## src/rtl/fir3_pkg.sv

```systemverilog
package fir3_pkg;
  typedef enum int {
    ARCH_DIRECT = 0,
    ARCH_PIPE   = 1,
    ARCH_BCAST  = 2
  } fir_arch_e;

  function automatic int arch_latency(int arch);
    return (arch == ARCH_PIPE) ? 2 : 1;
  endfunction
endpackage

```

## src/rtl/fir3_mul.sv

```systemverilog
module fir3_mul #(
  parameter int DW = 8,
  parameter int CW = 8,
  parameter int OW = 18
) (
  input  logic [DW-1:0]        x,
  input  logic signed [CW-1:0] c,
  output logic signed [OW-1:0] p
);
  logic signed [OW-1:0] xs;
  logic signed [OW-1:0] cs;

  assign xs = $signed(OW'(x));   // zero-extend unsigned sample
  assign cs = OW'(c);            // sign-extend coefficient
  assign p  = xs * cs;
endmodule

```

## src/rtl/fir3_direct.sv

```systemverilog
module fir3_direct #(
  parameter int DW = 8,
  parameter int CW = 8,
  parameter int OW = 18
) (
  input  logic                 clk,
  input  logic                 rst,
  input  logic                 in_valid,
  input  logic [DW-1:0]        in_x,
  input  logic signed [CW-1:0] coef_a,
  input  logic signed [CW-1:0] coef_b,
  input  logic signed [CW-1:0] coef_c,
  output logic                 out_valid,
  output logic signed [OW-1:0] out_y
);
  logic [DW-1:0]        hist1, hist2;
  logic signed [OW-1:0] prod_a, prod_b, prod_c;

  fir3_mul #(.DW(DW), .CW(CW), .OW(OW)) u_mul_a (.x(in_x),  .c(coef_a), .p(prod_a));
  fir3_mul #(.DW(DW), .CW(CW), .OW(OW)) u_mul_b (.x(hist1), .c(coef_b), .p(prod_b));
  fir3_mul #(.DW(DW), .CW(CW), .OW(OW)) u_mul_c (.x(hist2), .c(coef_c), .p(prod_c));

  always_ff @(posedge clk) begin
    if (rst) begin
      hist1     <= '0;
      hist2     <= '0;
      out_y     <= '0;
      out_valid <= 1'b0;
    end else begin
      out_valid <= in_valid;
      if (in_valid) begin
        hist1 <= in_x;
        hist2 <= hist1;
        out_y <= prod_a + prod_b + prod_c;   // one multiplier plus two adders
      end
    end
  end
endmodule

```

## src/rtl/fir3_pipe.sv

```systemverilog
module fir3_pipe #(
  parameter int DW = 8,
  parameter int CW = 8,
  parameter int OW = 18
) (
  input  logic                 clk,
  input  logic                 rst,
  input  logic                 in_valid,
  input  logic [DW-1:0]        in_x,
  input  logic signed [CW-1:0] coef_a,
  input  logic signed [CW-1:0] coef_b,
  input  logic signed [CW-1:0] coef_c,
  output logic                 out_valid,
  output logic signed [OW-1:0] out_y
);
  logic [DW-1:0]        hist1, hist2;
  logic signed [OW-1:0] prod_a, prod_b, prod_c;
  logic signed [OW-1:0] cut_a, cut_bc;
  logic                 cut_v;

  fir3_mul #(.DW(DW), .CW(CW), .OW(OW)) u_mul_a (.x(in_x),  .c(coef_a), .p(prod_a));
  fir3_mul #(.DW(DW), .CW(CW), .OW(OW)) u_mul_b (.x(hist1), .c(coef_b), .p(prod_b));
  fir3_mul #(.DW(DW), .CW(CW), .OW(OW)) u_mul_c (.x(hist2), .c(coef_c), .p(prod_c));

  // Cut stage: every forward path gets exactly one register.
  always_ff @(posedge clk) begin
    if (rst) begin
      hist1  <= '0;
      hist2  <= '0;
      cut_a  <= '0;
      cut_bc <= '0;
      cut_v  <= 1'b0;
    end else begin
      cut_v <= in_valid;
      if (in_valid) begin
        hist1  <= in_x;
        hist2  <= hist1;
        cut_a  <= prod_a;
        cut_bc <= prod_b + prod_c;
      end
    end
  end

  // Final adder retires the earlier sample while the next is captured.
  always_ff @(posedge clk) begin
    if (rst) begin
      out_y     <= '0;
      out_valid <= 1'b0;
    end else begin
      out_valid <= cut_v;
      if (cut_v) out_y <= cut_a + cut_bc;
    end
  end
endmodule

```

## src/rtl/fir3_bcast.sv

```systemverilog
module fir3_bcast #(
  parameter int DW = 8,
  parameter int CW = 8,
  parameter int OW = 18
) (
  input  logic                 clk,
  input  logic                 rst,
  input  logic                 in_valid,
  input  logic [DW-1:0]        in_x,
  input  logic signed [CW-1:0] coef_a,
  input  logic signed [CW-1:0] coef_b,
  input  logic signed [CW-1:0] coef_c,
  output logic                 out_valid,
  output logic signed [OW-1:0] out_y
);
  logic signed [OW-1:0] prod_a, prod_b, prod_c;
  logic signed [OW-1:0] psum1, psum2;

  // The sample is broadcast to all three multipliers.
  fir3_mul #(.DW(DW), .CW(CW), .OW(OW)) u_mul_a (.x(in_x), .c(coef_a), .p(prod_a));
  fir3_mul #(.DW(DW), .CW(CW), .OW(OW)) u_mul_b (.x(in_x), .c(coef_b), .p(prod_b));
  fir3_mul #(.DW(DW), .CW(CW), .OW(OW)) u_mul_c (.x(in_x), .c(coef_c), .p(prod_c));

  always_ff @(posedge clk) begin
    if (rst) begin
      psum1     <= '0;
      psum2     <= '0;
      out_y     <= '0;
      out_valid <= 1'b0;
    end else begin
      out_valid <= in_valid;
      if (in_valid) begin
        out_y <= prod_a + psum1;
        psum1 <= prod_b + psum2;
        psum2 <= prod_c;
      end
    end
  end
endmodule

```

## src/rtl/fir3_tap.sv

```systemverilog
module fir3_tap
  import fir3_pkg::*;
#(
  parameter int ARCH = 0,
  parameter int DW   = 8,
  parameter int CW   = 8,
  parameter int OW   = 18
) (
  input  logic                 clk,
  input  logic                 rst,
  input  logic                 in_valid,
  input  logic [DW-1:0]        in_x,
  input  logic signed [CW-1:0] coef_a,
  input  logic signed [CW-1:0] coef_b,
  input  logic signed [CW-1:0] coef_c,
  output logic                 out_valid,
  output logic signed [OW-1:0] out_y
);
  generate
    if (ARCH == ARCH_PIPE) begin : g_pipe
      fir3_pipe #(.DW(DW), .CW(CW), .OW(OW)) u_core (
        .clk(clk), .rst(rst), .in_valid(in_valid), .in_x(in_x),
        .coef_a(coef_a), .coef_b(coef_b), .coef_c(coef_c),
        .out_valid(out_valid), .out_y(out_y));
    end else if (ARCH == ARCH_BCAST) begin : g_bcast
      fir3_bcast #(.DW(DW), .CW(CW), .OW(OW)) u_core (
        .clk(clk), .rst(rst), .in_valid(in_valid), .in_x(in_x),
        .coef_a(coef_a), .coef_b(coef_b), .coef_c(coef_c),
        .out_valid(out_valid), .out_y(out_y));
    end else begin : g_direct
      fir3_direct #(.DW(DW), .CW(CW), .OW(OW)) u_core (
        .clk(clk), .rst(rst), .in_valid(in_valid), .in_x(in_x),
        .coef_a(coef_a), .coef_b(coef_b), .coef_c(coef_c),
        .out_valid(out_valid), .out_y(out_y));
    end
  endgenerate
endmodule

```

## config.mk

```make
export PLATFORM = sky130hd
export DESIGN_NAME = fir3_tap
export DESIGN_NICKNAME = d
export VERILOG_FILES = /design/src/rtl/fir3_pkg.sv /design/src/rtl/fir3_mul.sv /design/src/rtl/fir3_direct.sv /design/src/rtl/fir3_pipe.sv /design/src/rtl/fir3_bcast.sv /design/src/rtl/fir3_tap.sv
export SDC_FILE = /design/constraint.sdc
export NUM_CORES = 1
export LEC_CHECK = 0
export ABC_AREA = 1
export CAP_MARGIN = 20
export CORE_MARGIN = 1
export CORE_UTILIZATION = 57
export DETAILED_ROUTE_END_ITERATION = 12
export PLACE_DENSITY_LB_ADDON = 0.05
export SETUP_SLACK_MARGIN = 0.05
export SLEW_MARGIN = 20
export SYNTH_ARGS = -nofsm -noshare
export SYNTH_HDL_FRONTEND = slang
export SYNTH_SLANG_ARGS = --single-unit
```

## constraint.sdc

```tcl
create_clock -name clk -period 6.4 [get_ports clk]
set_input_delay 1.28 -clock clk [delete_from_list [all_inputs] [get_ports clk]]
set_output_delay 1.28 -clock clk [all_outputs]
set_load 0.005 [all_outputs]
```

After elaboration in Yosys (flattened, before gate mapping)
Cells that the tools add are included.
Word-level totals
  register bits: 35
  bits of input ports: 35
  output and inout bits: 19
  logic and storage cells: 9
Cells by class
  add/subtract/negate cells: 2
  $mul: 3
Operators with widths (number)
  multiplier 9 x 8 -> 17 bit: 3
  adder 18 bit: 2

Logic depth before layout (Yosys ltp)
  depth in word-level cells: 3
  mapped depth: 32

Cells and area by module
A second synthesis with hierarchy kept.
Second synthesis, totals
  cell total of the unflattened synthesis: 1536
  area, all modules: 10167.3 µm²
Modules (own cells, without submodules)
  fir3_direct: instances 1, cells each 387, area an instance 2625.0 µm², sequential area each 700.7 µm²
  fir3_mul at g_direct.u_core.u_mul_b: instances 1, cells each 383, area an instance 2519.9 µm², sequential area each 0.0 µm²
  fir3_mul at g_direct.u_core.u_mul_a: instances 1, cells each 383, area an instance 2514.9 µm², sequential area each 0.0 µm²
  fir3_mul at g_direct.u_core.u_mul_c: instances 1, cells each 383, area an instance 2507.4 µm², sequential area each 0.0 µm²

Least setup slack after synthesis
No wires, ideal clock.
  kind: in2reg
  start: in coef_c[7]
  end: reg g_direct.u_core.out_y[16]
  library setup time: 0.109 ns
  arrival time: 6.231 ns
  required time: 6.291 ns
  path slack: 0.060 ns
  stages on the path: 27
  cells stage by stage: clkinv_1 -> or2_2 -> fa_1 -> fa_1 -> inv_1 -> fa_1 -> inv_1 -> fa_1 -> inv_1 -> ha_1 -> a21oi_1 -> nand2_1 -> a21boi_0 -> xor2_1 -> fa_1 -> inv_1 -> ha_1 -> nand2_2 -> inv_1 -> nand2_1 -> nand2_1 -> a21oi_1 -> nand2_1 -> nand2_1 -> nand3_1 -> nand2_1 -> inv_1
Between the ends
  longest elaborated chain between the ends: 2
RTL lines
  from (decl): line fir3_tap.sv:15  | input logic signed [CW-1:0] coef_c,
  multiplier 9 x 8 -> 17 bit: line fir3_mul.sv:15  | assign p = xs * cs;
  adder 18 bit: line fir3_direct.sv:34  | out_y <= prod_a + prod_b + prod_c;
  to (signal assigned): line fir3_direct.sv:34
  to (decl): line fir3_direct.sv:14  | output logic signed [OW-1:0] out_y
No other way between the ends.
A chain may end at the register's enable or synchronous reset.

Worst setup path after layout
  start: in coef_b[7]
  end: reg g_direct.u_core.out_y[15]
Between the ends
  longest elaborated chain between the ends: 3
RTL lines
  from (decl): line fir3_tap.sv:14  | input logic signed [CW-1:0] coef_b,
  multiplier 9 x 8 -> 17 bit: line fir3_mul.sv:15
  adder 18 bit (2 in a row): line fir3_direct.sv:34
No other way between the ends.

==> summary.md <==
| Metric | Value |
|---|---|
| Share of cells above drive strength 1 | `0.2015` |
| Worst slew pin tran | `0.8876 ns` |
| Final nets | `1,861` |
| CTS root buffer | `clkbuf_16` |
| Clk sinks | `35` |
| CP top delay family | `adder cells` |
| Worst hold start | `g_direct.u_core.out_y[8]` |
| Max_cap viols | `0` |
| IO Port Bufs | `53` |
| Crit path top cell by count | `fa_1` |
| FP Rows | `47` |
| Seq cells post-synth | `35` |
| Number of vias per cell | `4.999` |
| DR WL/cell | `14.20 um` |
| Critical Path Slowest Stage Cell | `fa_1` |
| Fmax | `162.9 MHz` |
| CP Capture Type | `flip-flop` |
| Min Hold Slack | `0.4881 ns` |
| Grt total ovfl | `0` |
| Vias in the first global route | `8,944` |
| Clock skew | `0.004805 ns` |
| Fraction of registers with async set/reset | `0` |
| HPWL after DPL | `20,790 um` |
| EDFF count, synth | `0` |
| Yosys cell types | `33` |
| CTS tree | `built` |
| Ports | `54` |
| First-pass GRT wire length | `42,190 um` |
| Min Tclk post-route | `6.139 ns` |
| Clk_lat worst skew | `0.29 ns` |
| DR pass1 iterations | `5` |
| Yosys warns | `0` |
| Antenna Violating Nets Remaining | `0` |
| GP Congestion | `0.9380` |
| Buf+Inv Stages, Crit Path | `10` |
| RSZ-0062 raised after global routing | `true` |
| Hold crit path type | `flip-flop to flip-flop` |
| Crit path launch type | `input pin` |
| H-tree Lvls | `2` |
| Outcome | `complete, no violations` |
| CORE AREA | `16,700 um2` |
| Initial antenna violation count | `0` |
| Final count of negative-setup-slack endpoints | `0` |
| Die Y | `133.1 um` |
| Layout area overhead | `23.38%` |
| Syn avg cell area | `6.933 um2` |
| DIE AREA | `17,730 um2` |
| TritonCTS Buffers | `5` |
| Largest net degree at the start of global routing | `48` |
| Synthesized area | `9803 um2` |
| Post-Syn Instances | `1,414` |
| Clock Path Buffers | `2` |
| Crit path max fanout | `6` |
| R2R Path Start | `g_direct.u_core.hist1[3]` |
| Clk pin slew, worst setup/hold paths | `0.05 ns` |
| Slew headroom | `0.4076` |
| Setup CP Type | `input pin to flip-flop` |
| Worst Setup SP | `coef_b[7]` |
| Starting Density | `0.5870` |
| Most used DFF post-synth | `dfxtp_1` |
| DIE WIDTH | `133.1 um` |
| Net count after synthesis | `1,723` |
| Tcrit/Tclk final | `0.9592` |
| Final Hold Violating Endpoints | `0` |
| DR iter-0 viols | `437` |
| CP required | `6.58 ns` |
| Via count | `8,864` |
| Drc violations | `0` |
| Ant diodes | `0` |
| GRT Overall Usage | `0.2988` |
| Sequential share of the synthesized area | `0.07147` |
| Worst EP arrival | `6.32 ns` |
| Worst path max stage delay | `0.55 ns` |
| Max Slew Vio Count | `0` |
| Final WL | `25,180 um` |
-- layout make-up --
cell class	instances	area (um2)
multi-input cells	912	8008
clock buffers	8	156.4
inverters	412	1554
repair buffers	186	1401
flip-flops and latches	35	700.7
fillers	1412	4606
well taps	220	275.3
-- metrics by stage --
stage          setup slack (ns)  instance area [um2]  std cells    util   TNS, ns
3_5_place_dp            -0.9550                11330       1759  0.6782    -7.609
3_3_place_gp            -0.8294                11330       1759  0.6782    -7.081
5_1_grt                -0.03181                12100       1773  0.7242  -0.03181
4_1_cts                 0.06486                11890       1771  0.7118         0
6_report                 0.2608                12100       1773  0.7242         0
2_1_floorplan           0.06014                 9803       1414       -         0
-- layout by cell type (no fill, tap or decap), drive strengths merged --
| cell | count |
|---|---|
| clkdlybuf4s50 | 21 |
| buf | 135 |
| a21boi | 6 |
| dfxtp | 35 |
| o21a | 3 |
| nand3 | 52 |
| inv | 412 |
| clkbuf | 36 |
| o211ai | 2 |
| or2 | 8 |
| xor2 | 29 |
| nor3 | 10 |
| o21bai | 3 |
| ha | 145 |
| dlymetal6s2s | 2 |
| a21oi | 44 |
| o21ai | 39 |
| nor2 | 108 |
| xnor2 | 10 |
| a31oi | 1 |
| fa | 129 |
| nand2 | 317 |
| nand4 | 6 |
-- registers in the layout (all words and copies together) (netlist names) --
signal and count:
g_direct.u_core.out_valid 1, g_direct.u_core.hist2 8, g_direct.u_core.out_y 18, g_direct.u_core.hist1 8
-- cells by family after synthesis --
group,count (synthesis),share of synthesized area
adders and majority gates,274,0.4485
AOI/OAI and AO/OA,98,0.05412
DFF,35,0.07147
buffers and inverters,467,0.1819
and+or+nand+nor,501,0.2092
xor gates and xnor gates,39,0.03484
-- metal layers --
metal | share of wire | GRT usage | up-vias
met5 | 0 | 0 | -
met4 | 0.028 | 0.08649 | 0
met3 | 0.041 | 0.03425 | 40
met2 | 0.47 | 0.5052 | 208
met1 | 0.46 | 0.4038 | 4229
li1 | - | - | 4387
-- worst reg2reg max path, cell delays in order, from the launching register on --
cell	delay, ns
dfxtp_1	0.72
nand2_1	0.15
fa_1	0.50
fa_1	0.54
inv_1	0.05
fa_1	0.47
inv_1	0.05
fa_1	0.49
inv_2	0.06
ha_4	0.27
a21oi_4	0.20
nand2_4	0.09
nand3_2	0.09
nand4_1	0.16
xor2_2	0.29
fa_2	0.52
ha_4	0.27
a21oi_1	0.15
nand2_1	0.08
a21oi_2	0.12
nand2_1	0.06
nand2_1	0.05
nand3_1	0.06
nand2_1	0.09
inv_1	0.03
-- worst paths after layout --
check	slack (ns)	cells past startpoint	endpoint
setup / recovery	0.26	29	g_direct.u_core.out_y[15]
hold / removal	0.49	2	g_direct.u_core.out_y[8]
setup reg to reg	0.75	24	g_direct.u_core.out_y[17]
hold reg to reg	0.49	2	g_direct.u_core.out_y[8]
-- Yosys cell counts (8+ instances only) --
cell type    n  area share
nand3_1     50       0.026
o21ai_0     39       0.020
clkbuf_1    42       0.016
inv_1      407        0.16
a21oi_1     43       0.022
nand2_2      8      0.0051
ha_1       145        0.19
nand2_1    308        0.12
nor2_1     108       0.041
xor2_1      29       0.026
xnor2_1     10      0.0089
dfxtp_1     35       0.071
fa_1       129        0.26
-- timing repair --
item,CTS,global route
buffers inserted,4,2
endpoints found under the setup margin,11,11
pin swaps,28,41
gates resized for setup,108,145
hold buffers,0,0
Power is not shown: default switching activity piles up to over one toggle a cycle in this logic, so the estimate is an artifact.
